--- src/rtl/cal_seq_pkg.sv ---
package cal_seq_pkg;
  typedef enum logic [2:0] {
    S_IDLE, S_BASE, S_GSTEP, S_DIV_R, S_DIV_G, S_TREST, S_TSTEP
  } cal_state_e;
endpackage

--- src/rtl/cal_settle.sv ---
// Steady-state detector: counts consecutive in-band error samples.
module cal_settle #(
  parameter int EW         = 10,
  parameter int SETTLE_CYC = 4
) (
  input  logic                 clk,
  input  logic                 rst_n,
  input  logic                 clr,
  input  logic signed [EW-1:0] err,
  input  logic        [EW-2:0] band,
  output logic                 settled
);
  localparam int SCW = $clog2(SETTLE_CYC + 1);

  logic signed [EW:0] err_x, band_x;
  logic               in_band;
  logic [SCW-1:0]     cnt_q, cnt_d;

  assign err_x   = {err[EW-1], err};
  assign band_x  = {2'b00, band};
  assign in_band = (err_x <= band_x) && (err_x >= -band_x);
  assign settled = (cnt_q == SCW'(SETTLE_CYC));

  always_comb begin
    cnt_d = cnt_q;
    if (clr || !in_band)                cnt_d = '0;
    else if (cnt_q != SCW'(SETTLE_CYC)) cnt_d = cnt_q + 1'b1;
  end

  always_ff @(posedge clk or negedge rst_n) begin
    if (!rst_n) cnt_q <= '0;
    else        cnt_q <= cnt_d;
  end
endmodule

--- src/rtl/cal_div.sv ---
// Serial restoring divider, one quotient bit per cycle.
module cal_div #(
  parameter int NW = 24,
  parameter int DW = 12
) (
  input  logic          clk,
  input  logic          rst_n,
  input  logic          start,
  input  logic [NW-1:0] num,
  input  logic [DW-1:0] den,
  output logic          done,
  output logic [NW-1:0] quo
);
  localparam int CNW = $clog2(NW + 1);

  logic [DW-1:0]  rem_q, den_q, diff;
  logic [NW-1:0]  quo_q;
  logic [CNW-1:0] cnt_q;
  logic           busy_q, done_q, ge;
  logic [DW:0]    trial;

  assign trial = {rem_q, quo_q[NW-1]};
  assign ge    = trial >= {1'b0, den_q};
  assign diff  = trial[DW-1:0] - den_q;
  assign done  = done_q;
  assign quo   = quo_q;

  always_ff @(posedge clk or negedge rst_n) begin
    if (!rst_n) begin
      rem_q  <= '0;
      den_q  <= '0;
      quo_q  <= '0;
      cnt_q  <= '0;
      busy_q <= 1'b0;
      done_q <= 1'b0;
    end else begin
      done_q <= 1'b0;
      if (start) begin
        quo_q  <= num;
        den_q  <= den;
        rem_q  <= '0;
        cnt_q  <= CNW'(NW);
        busy_q <= 1'b1;
      end else if (busy_q) begin
        rem_q <= ge ? diff : trial[DW-1:0];
        quo_q <= {quo_q[NW-2:0], ge};
        cnt_q <= cnt_q - 1'b1;
        if (cnt_q == CNW'(1)) begin
          busy_q <= 1'b0;
          done_q <= 1'b1;
        end
      end
    end
  end
endmodule

--- src/rtl/cal_coef.sv ---
// First-order IIR coefficients with unity DC gain from the tau code.
module cal_coef #(
  parameter int TW = 8
) (
  input  logic [TW-1:0] tau,
  output logic [TW:0]   c1,
  output logic [TW:0]   c2
);
  assign c1 = {1'b0, tau};
  assign c2 = {1'b1, {TW{1'b0}}} - {1'b0, tau};
endmodule

--- src/rtl/cal_seq.sv ---
module cal_seq
  import cal_seq_pkg::*;
#(
  parameter int IW         = 12,
  parameter int EW         = 10,
  parameter int RW         = 12,
  parameter int GW         = 12,
  parameter int TW         = 8,
  parameter int CW         = 16,
  parameter int SETTLE_CYC = 4,
  parameter int MAX_ITER   = 8,
  parameter int RL_INIT    = 512,
  parameter int GAIN_INIT  = 512,
  parameter int TAU_INIT   = 100
) (
  input  logic                 clk,
  input  logic                 rst_n,
  input  logic [CW-1:0]        interval_cycles,
  input  logic [CW-1:0]        timeout_cycles,
  input  logic [IW-2:0]        step_size,
  input  logic [EW-2:0]        settle_band,
  input  logic [IW-2:0]        tau_band,
  input  logic signed [IW-1:0] est_i,
  input  logic signed [EW-1:0] loop_err,
  input  logic                 valley_i,
  output logic                 sink_en_o,
  output logic                 coef_we_o,
  output logic [RW-1:0]        rl_o,
  output logic [GW-1:0]        gain_o,
  output logic [TW-1:0]        tau_o,
  output logic [TW:0]          c1_o,
  output logic [TW:0]          c2_o
);
  localparam int MW  = (RW > GW) ? RW : GW;
  localparam int NW  = MW + IW;
  localparam int ITW = $clog2(MAX_ITER + 1);

  cal_state_e         state_q, state_d;
  logic [CW-1:0]      wait_cnt_q, wait_cnt_d;
  logic signed [IW-1:0] i1_q;
  logic [IW-1:0]      dim_q;
  logic [RW-1:0]      rl_q, q_rl;
  logic [GW-1:0]      gain_q, q_gain;
  logic [TW-1:0]      tau_q;
  logic [ITW-1:0]     iter_q;
  logic               tau_ok_q, we_q;
  logic               state_chg, settled, timed_out, idle_go, dim_pos;
  logic               cap_i1, cap_dim, rl_upd, gain_upd, valley_cmp;
  logic               over, under, tau_inc, tau_dec;
  logic signed [IW:0]   dim_w;
  logic signed [IW+1:0] exp_w, diff_w, band_w;
  logic               div_go, div_done;
  logic [NW-1:0]      div_num, div_quo;
  logic [IW-1:0]      div_den;

  cal_settle #(.EW(EW), .SETTLE_CYC(SETTLE_CYC)) settle_i (
    .clk(clk), .rst_n(rst_n), .clr(state_chg), .err(loop_err),
    .band(settle_band), .settled(settled)
  );

  cal_div #(.NW(NW), .DW(IW)) div_i (
    .clk(clk), .rst_n(rst_n), .start(div_go), .num(div_num),
    .den(div_den), .done(div_done), .quo(div_quo)
  );

  cal_coef #(.TW(TW)) coef_i (.tau(tau_q), .c1(c1_o), .c2(c2_o));

  // Arithmetic on the captured samples
  assign dim_w     = {est_i[IW-1], est_i} - {i1_q[IW-1], i1_q};
  assign dim_pos   = !dim_w[IW] && (dim_w != '0);
  assign exp_w     = {{2{i1_q[IW-1]}}, i1_q} + {3'b000, step_size};
  assign diff_w    = {{2{est_i[IW-1]}}, est_i} - exp_w;
  assign band_w    = {3'b000, tau_band};
  assign over      = diff_w > band_w;
  assign under     = diff_w < -band_w;
  assign timed_out = wait_cnt_q >= timeout_cycles;
  assign idle_go   = (interval_cycles != '0) &&
                     ({1'b0, wait_cnt_q} + 1'b1 >= {1'b0, interval_cycles});

  always_comb begin
    if (state_q == S_DIV_R) begin
      div_num = NW'(rl_q) * NW'(dim_q);
      div_den = IW'(step_size);
    end else begin
      div_num = NW'(gain_q) * NW'(step_size);
      div_den = dim_q;
    end
  end
  assign div_go = ((state_q == S_DIV_R) || (state_q == S_DIV_G)) && (wait_cnt_q == '0);
  assign q_rl   = (|div_quo[NW-1:RW]) ? {RW{1'b1}} : div_quo[RW-1:0];
  assign q_gain = (|div_quo[NW-1:GW]) ? {GW{1'b1}} : div_quo[GW-1:0];

  // Next-state logic
  always_comb begin
    state_d = state_q;
    unique case (state_q)
      S_IDLE:  if (idle_go) state_d = S_BASE;
      S_BASE:  if (timed_out) state_d = S_IDLE;
               else if (settled) state_d = (step_size != '0) ? S_GSTEP : S_IDLE;
      S_GSTEP: if (timed_out) state_d = S_IDLE;
               else if (settled) state_d = dim_pos ? S_DIV_R : S_IDLE;
      S_DIV_R: if (div_done) state_d = S_DIV_G;
      S_DIV_G: if (div_done) state_d = S_TREST;
      S_TREST: if (timed_out) state_d = S_IDLE;
               else if (settled)
                 state_d = (tau_ok_q || (iter_q >= ITW'(MAX_ITER))) ? S_IDLE : S_TSTEP;
      S_TSTEP: if (timed_out) state_d = S_IDLE;
               else if (valley_i) state_d = S_TREST;
      default: state_d = S_IDLE;
    endcase
  end

  assign state_chg  = state_d != state_q;
  assign wait_cnt_d = state_chg ? '0 : ((wait_cnt_q == '1) ? wait_cnt_q : wait_cnt_q + 1'b1);
  assign cap_i1     = (state_q == S_BASE)  && (state_d == S_GSTEP);
  assign cap_dim    = (state_q == S_GSTEP) && (state_d == S_DIV_R);
  assign rl_upd     = (state_q == S_DIV_R) && div_done;
  assign gain_upd   = (state_q == S_DIV_G) && div_done;
  assign valley_cmp = (state_q == S_TSTEP) && (state_d == S_TREST);
  assign tau_inc    = valley_cmp && over  && (tau_q != '1);
  assign tau_dec    = valley_cmp && under && (tau_q != '0);

  // Registers
  always_ff @(posedge clk or negedge rst_n) begin
    if (!rst_n) begin
      state_q    <= S_IDLE;
      wait_cnt_q <= '0;
      i1_q       <= '0;
      dim_q      <= '0;
      rl_q       <= RW'(RL_INIT);
      gain_q     <= GW'(GAIN_INIT);
      tau_q      <= TW'(TAU_INIT);
      iter_q     <= '0;
      tau_ok_q   <= 1'b0;
      we_q       <= 1'b0;
    end else begin
      state_q    <= state_d;
      wait_cnt_q <= wait_cnt_d;
      we_q       <= gain_upd | tau_inc | tau_dec;
      if (cap_i1)   i1_q   <= est_i;
      if (cap_dim)  dim_q  <= dim_w[IW-1:0];
      if (rl_upd)   rl_q   <= q_rl;
      if (gain_upd) gain_q <= q_gain;
      if (tau_inc)      tau_q <= tau_q + 1'b1;
      else if (tau_dec) tau_q <= tau_q - 1'b1;
      if (gain_upd) begin
        iter_q   <= '0;
        tau_ok_q <= 1'b0;
      end else if (valley_cmp) begin
        iter_q <= iter_q + 1'b1;
        if (!over && !under) tau_ok_q <= 1'b1;
      end
    end
  end

  assign sink_en_o = (state_q == S_GSTEP) || (state_q == S_TSTEP);
  assign coef_we_o = we_q;
  assign rl_o      = rl_q;
  assign gain_o    = gain_q;
  assign tau_o     = tau_q;
endmodule

--- config.mk ---
export PLATFORM = sky130hd
export DESIGN_NAME = cal_seq
export DESIGN_NICKNAME = d
export VERILOG_FILES = /design/src/rtl/cal_seq_pkg.sv /design/src/rtl/cal_settle.sv /design/src/rtl/cal_div.sv /design/src/rtl/cal_coef.sv /design/src/rtl/cal_seq.sv
export SDC_FILE = /design/constraint.sdc
export NUM_CORES = 1
export LEC_CHECK = 0
export ABC_CLOCK_PERIOD_IN_PS = 5000
export BUFFER_PORTS_ARGS = -buffer_cell sky130_fd_sc_hd__buf_2
export CAP_MARGIN = 10
export CORE_AREA = 4 4 197 199
export CTS_BUF_LIST = sky130_fd_sc_hd__clkbuf_2
export DETAILED_ROUTE_END_ITERATION = 16
export DIE_AREA = 0 0 201 203
export GPL_TIMING_DRIVEN = 1
export HOLD_SLACK_MARGIN = 0.05
export PLACE_DENSITY = 0.84
export SLEW_MARGIN = 10
export SYNTH_ARGS = -nofsm -noshare
export SYNTH_HDL_FRONTEND = slang
export SYNTH_SLANG_ARGS = --single-unit
--- constraint.sdc ---
create_clock -name clk -period 5 [get_ports clk]
set_clock_uncertainty 0.05 [all_clocks]
set_input_delay 0.25 -clock clk [delete_from_list [all_inputs] [get_ports clk]]
set_output_delay 0.25 -clock clk [all_outputs]
set_load 0.05 [all_outputs]
; ---- Yosys cells after proc, flatten, opt, wreduce, memory -nomap -nowiden
; Cells that the tools add are included.
[totals]
regBits = 139
input_bits = 88
output_inout_bits = 52
[classes]
n_addsub = 14
n_mul = 2
order_cmp = 8
eq_ne = 16
mux = 42
bitwise = 2
reduce_logical = 35
[ops]
columns = cell, n
row1 = two-way mux 24 bit, 3
row2 = two-way mux 12 bit, 5
row3 = two-way mux 3 bit, 14
row4 = two-way mux 16 bit, 2
row5 = multiplier 12 x 12 -> 24 bit, 1
row6 = multiplier 12 x 11 -> 23 bit, 1
row7 = one-hot mux 3 bit (7 select lines), 1
row8 = "adder 16 x 1 -> 17 bit, second input constant", 1
row9 = >= comparator 17 x 16 -> 1 bit, 1
row10 = "adder 16 x 1 -> 16 bit, second input constant", 1
row11 = "== test 16 bit, second input constant", 1
row12 = >= comparator 16 bit, 1
row13 = logical NOT 16 bit, 1
row14 = two-way mux 8 bit, 2
row15 = nonzero test 16 bit, 1
row16 = "== test 3 bit, second input constant", 5
row17 = > comparator 14 x 12 -> 1 bit, 1
row18 = logical AND 1 bit, 14
row19 = less-than comparator 14 bit, 1
row20 = negator 11 -> 14 bit, 1
row21 = subtractor 12 x 13 -> 14 bit, 1
row22 = adder 12 x 12 -> 13 bit, 1
row23 = >= comparator 13 x 12 -> 1 bit, 1
row24 = nonzero test 13 bit, 1
row25 = 32 further kinds, 57

; ---- Longest topological paths before layout
[depth]
depth_word = 13
mapped_depth = 27

; ---- Hierarchy
; From an unflattened synthesis, not the netlist that was laid out.
[hier_totals]
hier_cells = 2370
hier_area_um2 = 20289.5
[by_module_without_submodules]
columns = mod, n_inst, cells_per_inst, area_per_inst_um2
row1 = cal_seq, 1, 1926, 16224.3
row2 = cal_div, 1, 318, 3060.4
row3 = cal_settle, 1, 97, 794.5
row4 = cal_coef, 1, 29, 210.2

; ---- Least setup slack after synthesis
; Ideal clock, no wire load.
[synth_path]
path_type = register to register
startpoint = register gain_q[1], in the netlist gain_o[1]
endpoint = register div_i.quo_q[21], in the netlist div_i.quo[21]
arrival_ns = 5.591
path_slack_ns = -0.761
stages_incl_launch_ff = 21
path_buffers = 1
period_less_slack_ns = 5.761
path_cell_list = dfrtp_1 > clkbuf_1 > nand2_1 > fa_1 > inv_1 > fa_1 > fa_1 > inv_1 > fa_1 > inv_1 > fa_1 > ha_1 > a21oi_1 > o21ai_1 > a22o_1 > inv_1 > a31oi_1 > a21oi_1 > o21ai_1 > or4b_1 > and3b_1
[synth_via]
elab_chain_len = 3
[synth_lines]
columns = item, line
row1 = from (decl), cal_seq.sv:43  ; logic [GW-1:0] gain_q, q_gain;
row2 = from (signal assigned), cal_seq.sv:131  ; gain_q <= GW'(GAIN_INIT);
row3 = from (signal assigned), cal_seq.sv:143  ; if (gain_upd) gain_q <= q_gain;
row4 = multiplier 12 x 11 -> 23 bit, cal_seq.sv:85  ; div_num = NW'(gain_q) * NW'(step_size);
row5 = two-way mux 24 bit, cal_seq.sv:81  ; if (state_q == S_DIV_R) begin
row6 = two-way mux 24 bit, cal_div.sv:38  ; if (start) begin
row7 = to (signal assigned), cal_div.sv:39  ; quo_q <= num;
row8 = to (signal assigned), cal_div.sv:46  ; quo_q <= {quo_q[NW-2:0], ge};
row9 = to (decl), cal_div.sv:17  ; logic [NW-1:0] quo_q;
; No other way between the ends.
; A chain may end at the register's enable or synchronous reset.

; ---- Worst setup path in the final report
[layout_path]
startpoint = register gain_q[6], in the netlist gain_o[6]
endpoint = register div_i.quo_q[21], in the netlist div_i.quo[21]
; The elaborated chain is that of the path after synthesis.

==> impl_metrics.toml <==
[sta]
rsz0062_at_grt = "true"
fin_crit_ps = 5560
worst_slack_ps = -558
max_freq_mhz = 180
worst_pin_slew_ps = 1190
setup_violations = 16
drv_slew = 0
slew_headroom_pct = 20.7
holdWs_ps = 83.2
hold_viol = 0
period_share_pct = 111

[synthesis]
synthCells = 2300
synthFlopType = "dfrtp_1"
synth_nets = 2846
synth_top_area_share_pct = 20.5
syn-cell-area_um2 = 19800
seq_area_frac_synth_pct = 17.6
avgSynthCellArea_um2 = 8.62
synth_edf_count = 0
async_reset_ff_share_pct = 100
ys_warn_count = 0
synth_seq_cells = 139
yosys-top-cells-area = "fa_1 21%, dfrtp_1 17%, ha_1 16%, inv_1 6.6%, nand2_1 5.6%"
synth_cell_types = 85
yosys.area.top_type = "fa_1"

[finish]
layout.nets = 3192
areaGrowthSynthToFinish_pct = 21.5
fillerInstances = 2734
layout-drive-gt1-share_pct = 23.8

[drt]
wl_per_cell_um = 18.8
via_count = 18467
first_pass_iters = 8
via_per_inst = 5.89
final_antenna_net_count = 0
drt_wl_total_um = 58800
drtIter0Drc = 1628
remaining_drc_errors = 0

[critical_path]
cp.buffers_inverters = 3
crit_start = "gain_o[6]$_DFFE_PN0P_"
crit_arrival_ps = 6170
path_max_fanout = 6
r2r_start = "gain_o[6]$_DFFE_PN0P_"
critPathKind = "reg2reg"
end_kind = "flop"
cpLargestDelayFamily = "adder cells"
cp-start-kind = "flop"
critPathRequiredTime_ps = 5610
max_stage_delay_ps = 560
critical_path.cell_chain = "and2_4 > fa_1 > fa_1 > fa_1 > inv_2 > fa_1 > inv_2 > fa_1 > ha_4 > a21oi_2 > o21ai_2 > a22o_1 > inv_1 > a31oi_1 > a21oi_2 > o21ai_1 > or4b_1 > and3b_1"
path_common_cell = "fa_1"
cp_slowest_cell = "fa_1"

[floorplanning]
dieArea_um2 = 40800
initial_core_util_pct = 53.2
ios = 140
die_x_um = 201
coreArea_um2 = 37200
die_h_um = 203
rows = 71

[status]
status = "finished, violations left"
failed_checks = "negative setup slack"

[power]
power_frac_seq_pct = 28.5
p_clk_share_pct = 9.7
p_comb_share_pct = 61.7
power.density_nw_per_um2 = 283
finalPower_w = 0.00681
internal-power_w = 0.00357
peakVddDrop_uv = 243
p_leak_nw = 12.8
swShare_pct = 47.6
switching_power_w = 0.00324

[hold_path]
hp-class = "in2async"

[grt]
gr-usage-all-layers_pct = 27.7
grt_pass1_vias = 19231
grt_overflow = 0
grt_max_degree = 91
antenna_found_initial = 2
grt_pass1_wl_um = 94000

[clocking]
path_clk_slew_ps = 220
clock_latency_ps = 780
cts_tree = "built"
clockRootBuffer = "clkbuf_2"
cts_max_path_buffers = 2
h-tree-depth = 4
clock-sinks = 139
cts-buffers-inserted = 17

[placed_design]
hpwl_um = 44300
numPortBuffers = 138
gp_congestion = 0.937

[run]
drv_cap = 0
==> flip-flops by register name, summed over array words and instances, names as in the netlist, 3 cells and up <==
| register | cells |
|---|---|
| div_i.cnt_q | 5 |
| wait_cnt_q | 16 |
| settle_i.cnt_q | 3 |
| gain_o | 12 |
| rl_o | 12 |
| state_q | 3 |
| div_i.rem_q | 12 |
| div_i.den_q | 12 |
| iter_q | 4 |
| div_i.quo | 24 |
| tau_o | 8 |
| i1_q | 12 |
| dim_q | 12 |
==> synthesized netlist by cell type (5+ instances only) <==
| cell | count |
|---|---|
| nand2b_1 | 12 |
| and2_1 | 100 |
| clkbuf_1 | 78 |
| a211o_1 | 6 |
| o21ai_1 | 13 |
| o22ai_1 | 9 |
| nand2_1 | 297 |
| fa_1 | 203 |
| a21oi_1 | 106 |
| a31oi_1 | 32 |
| o21a_1 | 22 |
| mux2i_1 | 24 |
| o211ai_1 | 13 |
| a21o_1 | 35 |
| nand4_1 | 27 |
| nor2_1 | 130 |
| or3_1 | 10 |
| a211oi_1 | 25 |
| buf_1 | 7 |
| buf_4 | 10 |
| o31ai_1 | 6 |
| nand3_1 | 30 |
| nor3_1 | 28 |
| mux2_2 | 5 |
| inv_1 | 350 |
| and3_1 | 7 |
| nor2b_1 | 28 |
| o21ai_0 | 61 |
| dfstp_2 | 5 |
| mux2_1 | 20 |
| xnor2_1 | 71 |
| nor4_1 | 23 |
| ha_1 | 255 |
| dfrtp_1 | 134 |
| xor2_1 | 33 |
| or2_2 | 5 |
==> layer usage <==
metal,GRT usage [%],vias to the layer above,routed length [um]
li1,-,8261,-
met1,34.4,9029,22600
met2,48.6,924,29000
met3,4.04,251,4450
met4,11.2,2,2700
met5,0,-,11
==> repair_timing <==
action | CTS | global route
hold buffers | 22 | 1
endpoints found under the setup margin | 16 | 21
setup buffers | 40 | 16
resized for setup | 82 | 53
endpoints found under the hold margin | 112 | 1
cloned | 0 | 0
pin swaps | 90 | 65
==> power by group through the flow <==
stage	Combinational [W]	Clock, W	Sequential, W
global placement	0.00369	0	0.00191
finish	0.00421	0.000663	0.00194
CTS	0.00400	0.000650	0.00192
detailed placement	0.00383	0	0.00194
global route	0.00461	0.000718	0.00198
floorplan	0.00273	0	0.00173
==> final timing paths <==
path | end | slack (ps) | depth (start not counted)
worst max-delay path | div_i.quo[21]$_DFFE_PN0P_ | -560 | 18
worst min-delay path | wait_cnt_q[3]$_DFFE_PN0P_ | 80 | 2
worst max register to register | div_i.quo[21]$_DFFE_PN0P_ | -560 | 18
worst min register to register | i1_q[5]$_DFFE_PN0P_ | 480 | 1
max in group asynchronous | rl_o[1]$_DFFE_PN0P_ | 3540 | 3
min in group clk | state_q[1]$_DFF_PN0_ | 100 | 6
==> layout by cell type, fill, tap and decap left out, types with 13 or more instances in the layout <==
cell type / synthesis / layout
nor2b_1: 28 / 26
clkbuf_2: 0 / 21
o21a_1: 22 / 21
fa_2: 0 / 14
mux2i_1: 24 / 24
a211oi_1: 25 / 21
nand3_1: 30 / 29
dfrtp_2: 0 / 29
buf_6: 0 / 15
buf_2: 3 / 138
mux2_1: 20 / 17
fa_1: 203 / 189
and2_1: 100 / 93
a31oi_1: 32 / 27
inv_1: 350 / 341
nor3_1: 28 / 26
o21ai_0: 61 / 54
a21o_1: 35 / 35
o211ai_1: 13 / 13
nor2_1: 130 / 123
dlygate4sd3_1: 0 / 23
ha_1: 255 / 235
a21oi_2: 1 / 20
ha_4: 0 / 19
buf_4: 10 / 247
nand4_1: 27 / 27
xnor2_1: 71 / 65
dfrtp_1: 134 / 105
o21ai_1: 13 / 17
a21oi_1: 106 / 83
xor2_1: 33 / 28
nor4_1: 23 / 23
nand2_1: 297 / 282
==> cells by family (layout without fill, tap and decap cells) <==
| kind of cell | count (synthesis) | count (layout) | synth area share [%] |
|---|---|---|---|
| simple gates | 723 | 723 | 17.4 |
| fa+ha+maj | 458 | 458 | 36.6 |
| buf+inv | 451 | 810 | 8.83 |
| compound gates | 371 | 371 | 12.0 |
| flops | 139 | 139 | 17.6 |
| xor+xnor | 104 | 104 | 4.60 |
| mux | 53 | 53 | 2.94 |
| other cells | 1 | 3 | 0.0189 |
==> stage by stage <==
step                      instances  cell area [um^2]  worst slack, ps  util [%]  TNS, ps
final                          3135             24100             -558      64.7    -4640
after global routing           3134             24100             -676      64.7    -7860
after CTS                      3119             23800             -381      63.8    -2430
after detailed placement       3028             22700             -552      60.9    -4310
after global placement         3028             22700             -297      60.9    -2300
after floorplan                2300             20300             -338         -     -856
==> worst register-to-register path, delay by kind of cell (launching register included) <==
kind                       cells  cell delay (ps)
buffers and inverters          3              180
adders and majority gates      6             2860
and+or+nand+nor                3              890
DFF                            1              540
AOI/OAI and AO/OA              6              910
==> layout make-up <==
cell class | count | area, um^2 | share of cell area [%]
multi-input combinational | 1710 | 15400 | 64.1
sequential | 139 | 3520 | 14.6
antenna | 2 | 5.00 | 0.0208
clock buffer | 21 | 105 | 0.436
clock inverter | 11 | 105 | 0.436
tap | 474 | 593 | 2.46
inverter | 352 | 1320 | 5.49
timing repair buffer | 426 | 3000 | 12.5
Note: power is estimated with default switching activity, not from simulation.
